[src/rtl/rxf_pkg.sv]
package rxf_pkg;
  typedef logic [1:0] div_code_t;
  localparam div_code_t DIV_CODE_RESET = 2'b10;
  localparam int        DIV_CODE_W     = 2;
endpackage

[src/rtl/rxf_regs.sv]
module rxf_regs
  import rxf_pkg::*;
#(
  parameter int DATA_W = 8
) (
  input  logic              clk,
  input  logic              rst,
  input  logic              wr,
  input  logic              rd,
  input  logic [DATA_W-1:0] wdata,
  output logic [DATA_W-1:0] rdata,
  output div_code_t         code,
  output logic              restart
);
  localparam int PAD_W = DATA_W - DIV_CODE_W;

  div_code_t code_q;
  div_code_t code_in;

  assign code_in = wdata[DIV_CODE_W-1:0];
  assign restart = wr && (code_in != code_q);
  assign code    = code_q;

  always_ff @(posedge clk) begin
    if (rst) begin
      code_q <= DIV_CODE_RESET;
      rdata  <= '0;
    end else begin
      if (wr) code_q <= code_in;
      rdata <= rd ? {{PAD_W{1'b0}}, code_q} : '0;
    end
  end
endmodule

[src/rtl/rxf_tick_gen.sv]
module rxf_tick_gen
  import rxf_pkg::*;
(
  input  logic      clk,
  input  logic      rst,
  input  div_code_t code,
  input  logic      restart,
  output logic      tick
);
  div_code_t cnt_q;

  assign tick = (cnt_q == code);

  always_ff @(posedge clk) begin
    if (rst)          cnt_q <= '0;
    else if (restart) cnt_q <= '0;
    else if (tick)    cnt_q <= '0;
    else              cnt_q <= cnt_q + div_code_t'(1);
  end
endmodule

[src/rtl/rxf_sync.sv]
module rxf_sync #(
  parameter int   STAGES    = 2,
  parameter logic RESET_VAL = 1'b1
) (
  input  logic clk,
  input  logic rst,
  input  logic d,
  output logic q
);
  logic [STAGES-1:0] chain_q;

  generate
    for (genvar i = 0; i < STAGES; i++) begin : g_stage
      always_ff @(posedge clk) begin
        if (rst) chain_q[i] <= RESET_VAL;
        else if (i == 0) chain_q[i] <= d;
        else chain_q[i] <= chain_q[(i == 0) ? 0 : i-1];
      end
    end
  endgenerate

  assign q = chain_q[STAGES-1];
endmodule

[src/rtl/rxf_integrator.sv]
module rxf_integrator #(
  parameter int FILTER_TICKS = 16,
  parameter int CNT_W        = $clog2(FILTER_TICKS + 1)
) (
  input  logic             clk,
  input  logic             rst,
  input  logic             tick,
  input  logic             level,
  output logic [CNT_W-1:0] count,
  output logic             out,
  output logic             stb,
  output logic             rise
);
  localparam logic [CNT_W-1:0] FULL = CNT_W'(FILTER_TICKS);

  logic [CNT_W-1:0] cnt_q;
  logic [CNT_W-1:0] cnt_nxt;
  logic             out_nxt;

  always_comb begin
    cnt_nxt = cnt_q;
    if (tick) begin
      if (level && (cnt_q != FULL))     cnt_nxt = cnt_q + CNT_W'(1);
      else if (!level && (cnt_q != '0)) cnt_nxt = cnt_q - CNT_W'(1);
    end
  end

  always_comb begin
    out_nxt = out;
    if (cnt_nxt == FULL)    out_nxt = 1'b1;
    else if (cnt_nxt == '0) out_nxt = 1'b0;
  end

  always_ff @(posedge clk) begin
    if (rst) begin
      cnt_q <= FULL;
      out   <= 1'b1;
      stb   <= 1'b0;
      rise  <= 1'b0;
    end else begin
      cnt_q <= cnt_nxt;
      out   <= out_nxt;
      stb   <= (out_nxt != out);
      rise  <= out_nxt;
    end
  end

  assign count = cnt_q;
endmodule

[src/rtl/rx_glitch_filter.sv]
module rx_glitch_filter
  import rxf_pkg::*;
#(
  parameter int DATA_W       = 8,
  parameter int SYNC_STAGES  = 2,
  parameter int FILTER_TICKS = 16
) (
  input  logic              clk,
  input  logic              rst,
  input  logic              reg_wr,
  input  logic              reg_rd,
  input  logic [DATA_W-1:0] reg_wdata,
  output logic [DATA_W-1:0] reg_rdata,
  input  logic              rx_raw,
  output logic              rx_clean,
  output logic              edge_stb,
  output logic              edge_rise
);
  localparam int CNT_W = $clog2(FILTER_TICKS + 1);

  div_code_t        code;
  logic             restart;
  logic             tick;
  logic             rx_sync;
  logic [CNT_W-1:0] integ_cnt;

  rxf_regs #(.DATA_W(DATA_W)) u_regs (
    .clk(clk), .rst(rst), .wr(reg_wr), .rd(reg_rd), .wdata(reg_wdata),
    .rdata(reg_rdata), .code(code), .restart(restart)
  );

  rxf_tick_gen u_tick (
    .clk(clk), .rst(rst), .code(code), .restart(restart), .tick(tick)
  );

  rxf_sync #(.STAGES(SYNC_STAGES), .RESET_VAL(1'b1)) u_sync (
    .clk(clk), .rst(rst), .d(rx_raw), .q(rx_sync)
  );

  rxf_integrator #(.FILTER_TICKS(FILTER_TICKS), .CNT_W(CNT_W)) u_integ (
    .clk(clk), .rst(rst), .tick(tick), .level(rx_sync), .count(integ_cnt),
    .out(rx_clean), .stb(edge_stb), .rise(edge_rise)
  );
endmodule

[config.mk]
export PLATFORM = sky130hd
export DESIGN_NAME = rx_glitch_filter
export DESIGN_NICKNAME = d
export VERILOG_FILES = /design/src/rtl/rxf_pkg.sv /design/src/rtl/rxf_regs.sv /design/src/rtl/rxf_tick_gen.sv /design/src/rtl/rxf_sync.sv /design/src/rtl/rxf_integrator.sv /design/src/rtl/rx_glitch_filter.sv
export SDC_FILE = /design/constraint.sdc
export NUM_CORES = 1
export LEC_CHECK = 0
export BUFFER_PORTS_ARGS = -buffer_cell sky130_fd_sc_hd__buf_4
export CAP_MARGIN = 20
export CORE_ASPECT_RATIO = 0.9
export CORE_MARGIN = 10
export CORE_UTILIZATION = 45
export CTS_CLUSTER_DIAMETER = 120
export DETAILED_ROUTE_END_ITERATION = 6
export PLACE_DENSITY_LB_ADDON = 0.3
export SYNTH_ARGS = -nofsm -noshare
export SYNTH_HDL_FRONTEND = slang
export SYNTH_SLANG_ARGS = --single-unit
[constraint.sdc]
create_clock -name clk -period 2.27 [get_ports clk]
set_clock_uncertainty 0.2 [all_clocks]
set_input_delay 0.227 -clock clk [delete_from_list [all_inputs] [get_ports clk]]
set_output_delay 0.227 -clock clk [all_outputs]
set_load 0.02 [all_outputs]
==> results list <==
* Run status: finished, final reports clean
- Capture endpoint of the worst hold path: u_integ.count[2]
- Setup violation total in the final timing report: 0
- In this run, the number of DRC markers left after iteration 0 of detailed routing was 31.
- In the final routed layout, each cell accounts on average for 12.8 um.
* TritonCTS clock tree: done
* Mapped Area: approximately 900 sq um
* Total clock sinks: 16
- Counting along the longest clock path gives a buffer depth of 2.
- The startpoint identified for the worst hold timing path is rst.
- Register-to-Register Path Depth: 7
- PD cells: about 670 mW/mm^2
* Library cell occupying the most area in the post-synthesis netlist: dfxtp_1
* Min cycle time layout: 2.15 ns
- Final antenna-violating net count: 0
- Crit Path Category: flip-flop to flip-flop
* Hold Violations, Final: 0
- Summed over its instances, the top area cell type makes up 35.5% of the synthesized netlist area.
* Share of the cycle needed by the critical path after routing: 94.6%
* Diode count: 0
- In the routed layout, each cell is associated on average with a via count of 5.08.
- The layout has 185 filler cells.
* Primary flip-flop cell chosen by synthesis mapping: dfxtp_1
- In this run the worst path has a maximum fanout of 6.
- For this design the static power due to leakage is about 0.48 nW.
- The tool flagged a number of max-cap violations equal to 0.
* Required time worst endpoint: between 2 and 2.5 ns
* CP max stage delay: around 0.46 ns
* Share of synthesized area occupied by flip-flops and latches: between 30% and 40%
* Clock edge transition at the registers on the reported setup and hold paths: 0.09 ns
- Total number of placement rows: 15
- The top cell types in the final layout, fill and taps aside, are 18 x buf_4, 16 x dfxtp_1, 9 x nor2_1, 6 x conb_1.
- Number of buffers inserted during clock tree synthesis: 3
* Kind of cell adding the most delay to the critical path: simple AND/OR/NAND/NOR gates
* Post-layout nets: 134
- Setup repair after global routing left no endpoint under its margin.
* Core utilization of the finished layout: 58.9%
- Average footprint of a synthesized cell: around 9.5 sq um
- Timing-limited maximum frequency: between 400 and 500 MHz
- Clock latency on the worst-skew pair: 0.29 ns
- For this design the top-level I/O count stands at 24.
- CTS H-Tree Depth: 1
- Post-synth EDFFs: 0
- Area delta synth->final: 24.8%
* Setup slack on the worst flop-to-flop path: 0.12 ns
- Floorplan core area: between 0.0015 and 0.002 sq mm
- After detailed placement, the design holds a cell count of 133.
- Initial Util: 47.2%
* Root cell of the clock tree: clkbuf_4
* Post-DP HPWL: around 1.4 mm
* Distinct cells, synth: 41
- Synthesis produced a netlist whose cell count is 95.
* Leftover overflow at the end of global routing: 0
* Maximum number of pins on one net before global-route repair: 17
* Crit path cell chain: inv_1 -> ha_4 -> or3b_2 -> o211ai_1 -> mux2i_2 -> o211ai_4 -> mux2_4
* Capturing point of the worst reg2reg path: u_integ.out
* DR pass1 iterations: 4
- Max rail drop VDD: 0.000359 V
- Max-slew violation total from the final report: 0
- Type of element launching the critical path: flip-flop
* Initial antenna violation count: 0
* Final Hold Slack: about 0.0047 ns
- CP arrival: around 2.1 ns
* Most area-consuming cells after synthesis: dfxtp_1 35%, buf_4 5.8%, mux2i_1 5.5%
* Number of buffers and inverters on the critical path: 1
- Ratio of cells with drive above 1 in the final layout: around 30%
- Area occupied by multi-input gates: 547 sq um
* Nature of the critical path endpoint: flip-flop
* Reg area: 320 sq um
* Routability Congestion: 0.879
- Non-Filler Instances: 143
- Leaving out fill and tap cells, the most frequent cell in the layout is buf_4.
- Die width: 67.2 um
- The routed layout has 726 vias.
- The first global-routing pass estimated slightly above 3 mm of wire.
* Die area: 0.00420 sq mm
* Sum of negative setup slack: 0 ns
* Residual DRC count: 0
- The largest individual stage delay along the critical path comes from the cell or3b_2.
- IO Port Bufs: 11
- Counting flops and latches in the post-synthesis netlist gives 16.
- Global routing used 9.43% of the available tracks.
* Async set or reset register ratio after synthesis: 0%
- The worst hold path passes through 2 cells.
- Height of the die: 62.5 um
- The routed design has 1.84 mm of wire.
* Hold/Removal Path Class: primary input to flip-flop
- Via count of the first global-routing pass: ~700
- Synthesis Warnings: 0
- Reg-to-Reg Start: u_integ.count[0]
[state kept, by name, summed over array words and instances (netlist names)]
signal / count
u_sync.chain_q: 1
u_integ.out: 1
u_integ.rise: 1
u_tick.cnt_q: 2
u_integ.stb: 1
u_integ.count: 5
u_regs.code: 2
u_regs.rdata: 2
u_sync.q: 1
[cell usage after synthesis (all sizes together), types with 2 or more instances]
master	n
a21boi	2
and3b	2
buf	8
dfxtp	16
ha	2
inv	2
mux2i	5
nand2	2
nor2	9
nor3	5
o211ai	2
o21ai	5
or2	4
or3	2
xnor2	4
xor2	5
[routing by layer]
| layer | vias up | track usage (%) | share of wire [%] |
|---|---|---|---|
| met5 | - | 0 | 0 |
| met2 | 13 | 14.5 | 47 |
| met3 | 5 | 4.66 | 5.4 |
| met4 | 0 | 3.85 | 2.3 |
| met1 | 343 | 10.7 | 45 |
| li1 | 365 | - | - |
[final cells by class]
type	instances	area share, %
clock buffer	4	3.22
inverter	2	0.666
multi-input combinational	73	48.5
tap	25	2.77
timing repair buffer	23	16.4
sequential	16	28.4
[what timing repair did]
| action | in CTS | in global routing |
|---|---|---|
| endpoints found under the setup margin | 0 | 2 |
| hold buffers | 5 | 0 |
| setup buffers | 0 | 1 |
| endpoints found under the hold margin | 5 | 0 |
| resized for setup | 0 | 4 |
[worst max-delay path by stage]
stage / startpoint / endpoint / slack, ns / cells past startpoint
finish: u_integ.count[0] / u_integ.out / 0.12 / 7
global route: u_integ.count[0] / u_integ.out / 0.02 / 7
CTS: u_integ.count[0] / u_integ.out / 0.06 / 7
detailed placement: u_integ.count[0] / u_integ.out / 0.06 / 7
global placement: u_integ.count[0] / u_integ.out / 0.09 / 7
floorplan: u_integ.count[0] / u_integ.out / 0.14 / 7
[where the power goes]
group | total [mW] | internal (mW) | switching [mW]
combinational | 0.245 | 0.122 | 0.123
sequential | 0.320 | 0.304 | 0.0161
clock | 0.190 | 0.0978 | 0.0920
[logic make-up (layout without fill, tap and decap cells)]
group           after synthesis  after routing  synth area share, %
other cells                   1              6                0.415
buf+inv                      11             29                 8.31
compound gates               15             15                 13.6
flops                        16             16                 35.5
mux                           6              6                 7.20
fa+ha+maj                     2              2                 2.77
xor+xnor                      9              9                 8.73
simple gates                 35             35                 23.5
[through the flow]
step                      setup WS (ns)  cell area [sq um]  total power [mW]
after floorplan                   0.140                922             0.499
after global placement           0.0874               1010             0.544
after detailed placement         0.0649               1010             0.550
after CTS                        0.0556               1100             0.750
after global routing             0.0193               1130             0.810
final                             0.122               1130             0.755
Power figures use the tool's default switching activity.
